<file path="src/rtl/dma_addr_pkg.sv">
package dma_addr_pkg;

  // Mode word layout; these positions are decoded by the mode latch.
  localparam int MODE_W     = 8;
  localparam int UNIT_BIT   = 0;
  localparam int ONEBUS_BIT = 1;
  localparam int SRC_LSB    = 4;
  localparam int DST_LSB    = 6;
  localparam int DIR_W      = 2;

  typedef enum logic [DIR_W-1:0] {
    DIR_FWD = 2'b00,
    DIR_BWD = 2'b01,
    DIR_FIX = 2'b10,
    DIR_RSV = 2'b11
  } dir_e;

  typedef struct packed {
    logic unit16;
    logic one_bus;
    logic io_to_mem;
    dir_e src_dir;
    dir_e dst_dir;
  } mode_cfg_t;

  localparam mode_cfg_t CFG_RESET = '{
    unit16:    1'b0,
    one_bus:   1'b0,
    io_to_mem: 1'b0,
    src_dir:   DIR_FIX,
    dst_dir:   DIR_FIX
  };

  function automatic mode_cfg_t decode_mode(input logic [MODE_W-1:0] m,
                                            input logic io_to_mem);
    mode_cfg_t c;
    c.unit16    = m[UNIT_BIT];
    c.one_bus   = m[ONEBUS_BIT];
    c.io_to_mem = io_to_mem;
    c.src_dir   = dir_e'(m[SRC_LSB +: DIR_W]);
    c.dst_dir   = dir_e'(m[DST_LSB +: DIR_W]);
    return c;
  endfunction

endpackage

</file>
<file path="src/rtl/dma_mode_latch.sv">
module dma_mode_latch
  import dma_addr_pkg::*;
(
  input  logic              clk,
  input  logic              rst_n,
  input  logic              load_i,
  input  logic [MODE_W-1:0] mode_i,
  input  logic              io_to_mem_i,
  output mode_cfg_t         cfg_o,
  output dir_e              src_dir_o,
  output dir_e              dst_dir_o,
  output logic              src_mem_o,
  output logic              dst_mem_o
);

  mode_cfg_t cfg_q;
  mode_cfg_t cfg_d;
  logic      unused_mode_bits;

  // Bits between the bus-mode bit and the source field carry no meaning here.
  assign unused_mode_bits = ^mode_i[SRC_LSB-1:ONEBUS_BIT+1];

  always_comb begin
    cfg_d = cfg_q;
    if (load_i) cfg_d = decode_mode(mode_i, io_to_mem_i);
  end

  always_ff @(posedge clk or negedge rst_n) begin
    if (!rst_n) cfg_q <= CFG_RESET;
    else        cfg_q <= cfg_d;
  end

  // Effective per-side direction: in one-bus-cycle mode the I/O side is pinned.
  always_comb begin
    src_dir_o = cfg_q.src_dir;
    dst_dir_o = cfg_q.dst_dir;
    src_mem_o = 1'b1;
    dst_mem_o = 1'b1;
    if (cfg_q.one_bus) begin
      if (cfg_q.io_to_mem) begin
        src_dir_o = DIR_FIX;
        src_mem_o = 1'b0;
      end else begin
        dst_dir_o = DIR_FIX;
        dst_mem_o = 1'b0;
      end
    end
  end

  assign cfg_o = cfg_q;

endmodule

</file>
<file path="src/rtl/dma_addr_step.sv">
module dma_addr_step
  import dma_addr_pkg::*;
#(
  parameter int ADDR_W = 24
) (
  input  logic              clk,
  input  logic              rst_n,
  input  logic              load_i,
  input  logic              adv_i,
  input  logic [ADDR_W-1:0] start_i,
  input  dir_e              dir_i,
  input  logic              unit16_i,
  output logic [ADDR_W-1:0] addr_o
);

  localparam logic [ADDR_W-1:0] STEP_BYTE = ADDR_W'(1);
  localparam logic [ADDR_W-1:0] STEP_WORD = ADDR_W'(2);

  logic [ADDR_W-1:0] step;
  logic [ADDR_W-1:0] addr_q;
  logic [ADDR_W-1:0] addr_d;

  assign step = unit16_i ? STEP_WORD : STEP_BYTE;

  // Load has priority over advance; arithmetic wraps at the register width.
  always_comb begin
    addr_d = addr_q;
    if (load_i) begin
      addr_d = start_i;
    end else if (adv_i) begin
      case (dir_i)
        DIR_FWD: addr_d = addr_q + step;
        DIR_BWD: addr_d = addr_q - step;
        default: addr_d = addr_q;
      endcase
    end
  end

  always_ff @(posedge clk or negedge rst_n) begin
    if (!rst_n) addr_q <= '0;
    else        addr_q <= addr_d;
  end

  assign addr_o = addr_q;

endmodule

</file>
<file path="src/rtl/dma_addr_gen.sv">
module dma_addr_gen
  import dma_addr_pkg::*;
#(
  parameter int ADDR_W = 24
) (
  input  logic              clk,
  input  logic              rst_n,
  input  logic              load_i,
  input  logic              adv_i,
  input  logic [MODE_W-1:0] mode_i,
  input  logic              io_to_mem_i,
  input  logic [ADDR_W-1:0] src_start_i,
  input  logic [ADDR_W-1:0] dst_start_i,
  output logic [ADDR_W-1:0] src_addr_o,
  output logic [ADDR_W-1:0] dst_addr_o,
  output logic              src_is_mem_o,
  output logic              dst_is_mem_o
);

  localparam int N_SIDES = 2;
  localparam int SIDE_SRC = 0;
  localparam int SIDE_DST = 1;

  mode_cfg_t         cfg_q;
  dir_e              eff_src_dir;
  dir_e              eff_dst_dir;
  logic [ADDR_W-1:0] start_a [N_SIDES];
  logic [ADDR_W-1:0] addr_a  [N_SIDES];
  dir_e              dir_a   [N_SIDES];

  dma_mode_latch u_mode (
    .clk         (clk),
    .rst_n       (rst_n),
    .load_i      (load_i),
    .mode_i      (mode_i),
    .io_to_mem_i (io_to_mem_i),
    .cfg_o       (cfg_q),
    .src_dir_o   (eff_src_dir),
    .dst_dir_o   (eff_dst_dir),
    .src_mem_o   (src_is_mem_o),
    .dst_mem_o   (dst_is_mem_o)
  );

  assign start_a[SIDE_SRC] = src_start_i;
  assign start_a[SIDE_DST] = dst_start_i;
  assign dir_a[SIDE_SRC]   = eff_src_dir;
  assign dir_a[SIDE_DST]   = eff_dst_dir;

  for (genvar s = 0; s < N_SIDES; s++) begin : g_side
    dma_addr_step #(.ADDR_W(ADDR_W)) u_step (
      .clk      (clk),
      .rst_n    (rst_n),
      .load_i   (load_i),
      .adv_i    (adv_i),
      .start_i  (start_a[s]),
      .dir_i    (dir_a[s]),
      .unit16_i (cfg_q.unit16),
      .addr_o   (addr_a[s])
    );
  end

  assign src_addr_o = addr_a[SIDE_SRC];
  assign dst_addr_o = addr_a[SIDE_DST];

endmodule

</file>
<file path="config.mk">
export PLATFORM = sky130hd
export DESIGN_NAME = dma_addr_gen
export DESIGN_NICKNAME = d
export VERILOG_FILES = /design/src/rtl/dma_addr_pkg.sv /design/src/rtl/dma_mode_latch.sv /design/src/rtl/dma_addr_step.sv /design/src/rtl/dma_addr_gen.sv
export SDC_FILE = /design/constraint.sdc
export NUM_CORES = 1
export LEC_CHECK = 0
export BUFFER_PORTS_ARGS = -buffer_cell sky130_fd_sc_hd__buf_4
export CAP_MARGIN = 20
export CORE_UTILIZATION = 44
export CTS_BUF_LIST = sky130_fd_sc_hd__clkbuf_16
export DETAILED_ROUTE_END_ITERATION = 16
export PLACE_DENSITY_LB_ADDON = 0.1
export SKIP_CTS_REPAIR_TIMING = 1
export SLEW_MARGIN = 40
export SYNTH_ARGS = -nofsm -noshare
export SYNTH_HDL_FRONTEND = slang
export SYNTH_SLANG_ARGS = --single-unit
export TNS_END_PERCENT = 5
</file>
<file path="constraint.sdc">
create_clock -name clk -period 3.3 [get_ports clk]
set_input_delay 0.66 -clock clk [delete_from_list [all_inputs] [get_ports clk]]
set_output_delay 0.66 -clock clk [all_outputs]
set_load 0.005 [all_outputs]
</file>
Word level (Yosys, flattened, before mapping)
Index checks and enable logic that the tools add are counted.

operators by class
  add/subtract/negate cells = 4
  multipliers = 0
  div/mod/pow operators = 0
  $lt $le $gt $ge = 0
  equal/unequal tests = 2
  shift-type cells = 0
  muxes and demuxes = 15
  bitwise operators = 0
  reduce and logical (&&, ||, !) cells = 7

operators with widths
  operator                                              number
  2-to-1 mux 24 bit                                     4
  one-hot mux 24 bit (2 select lines)                   2
  adder 24 bit                                          2
  subtractor 24 bit                                     2
  2-to-1 mux 2 bit                                      5
  nonzero test 3 bit                                    2
  equality test 2 x 1 -> 1 bit (second input constant)  2
  zero test 2 bit                                       2
  2-to-1 mux 1 bit                                      4
  AND reduction 2 bit                                   2
  nonzero test 2 bit                                    1

storage, ports and cells
  register bits = 55
  latch bits = 0
  RAM bits = 0
  bits in read-only memories = 0
  input port bits = 61
  output and inout bits = 50
  word-level logic and storage cells = 35
  memories = 0

Longest topological paths before layout
  depth in word-level cells = 6
  mapped depth = 13
  gate-level depth less buffers = 12

Hierarchy
Synthesis repeated with hierarchy kept, for this count alone.

unflattened totals
  cells, all modules = 645
  area total of the unflattened synthesis = 5002.3 um2

modules (own cells, without submodules)
  module                             times used  cells an instance  area each (um2)
  dma_addr_step at g_side[0].u_step  1           321                2391.0
  dma_addr_step at g_side[1].u_step  1           303                2282.2
  dma_mode_latch                     1           21                 329.1

Worst setup path before layout
No wires, ideal clock.

  path type = register to register
  from = register, netlist name u_mode.cfg_o[4]
  to = register g_side[1].u_step.addr_q[10]
  setup time = 0.125 ns
  data arrival time = 2.939 ns
  data required time = 3.175 ns
  setup slack = 0.237 ns
  stages on the path, launching flop included = 14
  buffers on the path = 1
  period minus slack after synthesis = 3.063 ns
  cells stage by stage = dfrtp_1 -> nor2b_1 -> inv_1 -> nand2_1 -> clkbuf_1 -> nor2_1 -> fa_1 -> nor4_1 -> nand2_1 -> or3_1 -> o22ai_1 -> nand2_1 -> xnor2_1 -> mux2_2

on the way
  longest elaborated chain between the ends = 6
  elaborated cells between the ends (all ways) = 9
  classes of those cells = 1 x eq/ne; 5 x mux; 3 x reduce/logical

RTL lines
  item                                                             RTL line              RTL
  2-to-1 mux 2 bit (*)                                             dma_mode_latch.sv:40  if (cfg_q.io_to_mem) begin
  2-to-1 mux 2 bit (*)                                             dma_mode_latch.sv:39  if (cfg_q.one_bus) begin
  equality test 2 x 1 -> 1 bit or zero test 2 bit (tied branches)  dma_addr_step.sv:31   case (dir_i)
  one-hot mux 24 bit (2 select lines)                              dma_addr_step.sv:31
  2-to-1 mux 24 bit                                                dma_addr_step.sv:30   end else if (adv_i) begin
  2-to-1 mux 24 bit                                                dma_addr_step.sv:28   if (load_i) begin
  end signal, assigned                                             dma_addr_step.sv:41   else addr_q <= addr_d;
  end, declared                                                    dma_addr_step.sv:20   logic [ADDR_W-1:0] addr_q;

Mark *: on every way between the ends. The rest lies on a longest branch, timed or not. The select of a mux whose other input is x is not followed.
A chain may end at the register's enable or synchronous reset.

Final worst setup path
  from = register, netlist name u_mode.cfg_o[4]
  to = register g_side[1].u_step.addr_q[20]

on the way
  longest elaborated chain between the ends = 6
  elaborated cells between the ends (all ways) = 9
  classes of those cells = 1 x eq/ne; 5 x mux; 3 x reduce/logical

RTL lines
  item                                                             RTL line
  2-to-1 mux 2 bit (*)                                             dma_mode_latch.sv:40
  2-to-1 mux 2 bit (*)                                             dma_mode_latch.sv:39
  equality test 2 x 1 -> 1 bit or zero test 2 bit (tied branches)  dma_addr_step.sv:31
  one-hot mux 24 bit (2 select lines)                              dma_addr_step.sv:31
  2-to-1 mux 24 bit                                                dma_addr_step.sv:30
  2-to-1 mux 24 bit                                                dma_addr_step.sv:28

Marked as above.

==> run summary <==
run status - completed
Placed Instances - 732
vias in the first global route - 3944
Synth top area share - 0.3169
Post-DRT Antenna Nets - 0
Clk Latency, worst-skew pair - 0.29 ns
Post-synth EDFFs - 0
HP Class - input pin to asynchronous set/reset pin
Core ar. - 0.009240 sq mm
fin crit share - 0.9187
type of origin of the critical path - flip-flop
crit-path max cell delay - 0.48 ns
Worst Path Max Fanout - 5
Yosys top cell by area - dfrtp_1
CP max stage cell - fa_1
delay-heaviest family, CP - simple AND/OR/NAND/NOR gates
crit end category - flip-flop
synthesis warning total - 0
PortBufs - 108
TritonCTS clock tree - yes
final net count - 677
P_leak - 0.002143 uW
# fillers - 868
Initial Utilization - 0.4529
Unique masters post-synth - 67
commonest non-fill, non-tap cells in the layout - buf_4 (119), nand2_1 (73), dfrtp_1 (53), nor2_1 (40), o21ai_0 (40)
Storage cell area - 0.001379 sq mm
first-pass iteration count of the detailed router - 6
RSZ-0062 raised after global routing - true
Max IR drop VDD - 255.1 uV
DIE AREA - 0.009906 sq mm
FMAX - 0.3298 GHz
# setup viols final - 0
cell area after synthesis - 0.004185 sq mm
final core occ - 0.5725
syn nets - 580
area of the multi-input gates - 0.002604 sq mm
n_diodes - 0
Fin. Hold Viols - 0
Post-Synthesis Cells - 513
crit-path cells - nor2b_1, inv_1, nand2_1, nor2_1, fa_1, nor4_1, nand2_1, nor3_1, nor3_1, a41oi_1, xor2_1, o21ai_0
clock sinks - 55
fraction of layout cells with a size suffix above 1 - 0.2717
crit path kind - flip-flop to flip-flop
crit path DAT - 3.20 ns
Pins Over Slew Limit - 0
Critical path buffers and inverters - 1
Req. time, crit path - 3.47 ns
post-DR vias/cell - 5.641
Detailed Route WL - 11840 um
# DRC - 0
CTS root buffer - clkbuf_16
largest net degree at the start of global routing - 56
Syn-to-layout area delta - 26.40%
pwr dens - 399.4 mW/mm^2
antenna violations before repair - 0
grt total ovfl - 0
cts bufs inserted - 5
global-route wire length before repair - 19710 um
Synth Flop Type - dfrtp_1
die height - 99.53 um
register area share after synthesis - 0.3294
Max Root-Sink Buffers - 2
FF+latch count, synth - 55
num ports - 111
routed vias - 4174
Clock transition at path regs - 0.07 ns
HPWL after DPL - 8846 um
Routability Congestion - 0.8858
Tmin final - 3.032 ns
top post-synthesis cells by area - dfrtp_1 (32%), nand2_1 (6.5%), mux2_2 (5.9%), xnor2_1 (5.4%), o21ai_0 (5.0%)
Post-synth ARST share - 1.000
H-tree depth - 2
most common cell after layout, fill and taps aside - buf_4
Slew @ Worst Pin - 0.5827 ns
1st-iter DRT viols - 192
Mean Syn Cell Area - 8.158 sq um
Die Wd - 99.53 um
Setup Skew - 0.009090 ns
Max-slew headroom - 0.6107
total track usage - 0.2497
mean routed wirelength per cell - 16.01 um
Layout Cells excl Fill - 740
num rows - 35
max-cap violations - 0
## worst reg2reg max path, stage by stage (launching register included)
cell,delay (ns)
dfrtp_1,0.43
nor2b_1,0.20
inv_1,0.08
nand2_1,0.12
nor2_1,0.09
fa_1,0.48
nor4_1,0.33
nand2_1,0.13
nor3_1,0.45
nor3_1,0.11
a41oi_1,0.24
xor2_1,0.16
o21ai_0,0.08
## state kept, by name, summed over array words and instances, names as in the netlist
name,flops
g_side.u_step.addr_o,48
u_mode.cfg_o,7
## kinds of logic (layout without fill, tap and decap cells)
| kind of cell | count (synthesis) | count (layout) | synth area share |
|---|---|---|---|
| AOI/OAI and AO/OA | 98 | 98 | 0.1435 |
| xor gates and xnor gates | 46 | 46 | 0.09626 |
| adders and majority gates | 6 | 6 | 0.02153 |
| buffers and inverters | 44 | 142 | 0.04962 |
| DFF | 55 | 55 | 0.3294 |
| muxes | 30 | 30 | 0.07833 |
| and+or+nand+nor | 234 | 234 | 0.2813 |
## path summary, 6_finish.rpt
path | endpoint | cells after the start | start | slack (ns)
worst max-delay path | g_side[1].u_step.addr_o[20]$_DFFE_PN0P_ | 12 | u_mode.cfg_o[4]$_DFFE_PN0P_ | 0.27
worst min-delay path | g_side[0].u_step.addr_o[22]$_DFFE_PN0P_ | 1 | rst_n | 0.32
worst max register to register | g_side[1].u_step.addr_o[20]$_DFFE_PN0P_ | 12 | u_mode.cfg_o[4]$_DFFE_PN0P_ | 0.27
worst min register to register | u_mode.cfg_o[0]$_DFFE_PN0P_ | 1 | u_mode.cfg_o[0]$_DFFE_PN0P_ | 0.51
max in group asynchronous | u_mode.cfg_o[1]$_DFFE_PN1P_ | 1 | rst_n | 2.59
min in group clk | u_mode.cfg_o[0]$_DFFE_PN0P_ | 1 | u_mode.cfg_o[0]$_DFFE_PN0P_ | 0.51
## metal layers
metal,global-route usage,part of all wire
met1,0.3218,0.44
met2,0.4311,0.50
met3,0.03514,0.044
met4,0.08145,0.023
met5,0,0
## metrics by stage
step	area (sq um)	worst slack [ns]	TNS (ns)	hold slack (ns)	power, uW
after floorplan	4185	0.2365	0	0.3644	1177
after global placement	5092	0.2558	0	0.4917	1429
after detailed placement	5092	0.2420	0	0.4957	1439
after CTS	5281	0.2041	0	0.4596	2143
after global routing	5290	-0.05762	-0.05762	0.3719	2240
final	5290	0.2683	0	0.3211	2113
## cell type report
| class | instances | area share |
|---|---|---|
| multi-input combinational | 414 | 0.4922 |
| sequential | 55 | 0.2606 |
| timing repair buffer | 120 | 0.1710 |
| tap | 129 | 0.03051 |
| clock buffer | 5 | 0.02365 |
| clock inverter | 3 | 0.01206 |
| inverter | 14 | 0.009934 |
## synthesized netlist by cell type, types with 12 or more instances
cell and n:
nand2_1 73, dfrtp_1 53, o21ai_0 42, nor2_1 40, xnor2_1 26, mux2_2 22
nand3_1 22, nor3_1 22, a21oi_1 21, clkbuf_1 20, xor2_1 20, nand4_1 15
inv_1 14, nor4_1 12
## power breakdown
part	internal, uW	switching, uW	total (uW)
logic	283	267	551
clock network	433	251	684
registers	745	133	878
Power figures use the tool's default switching activity.
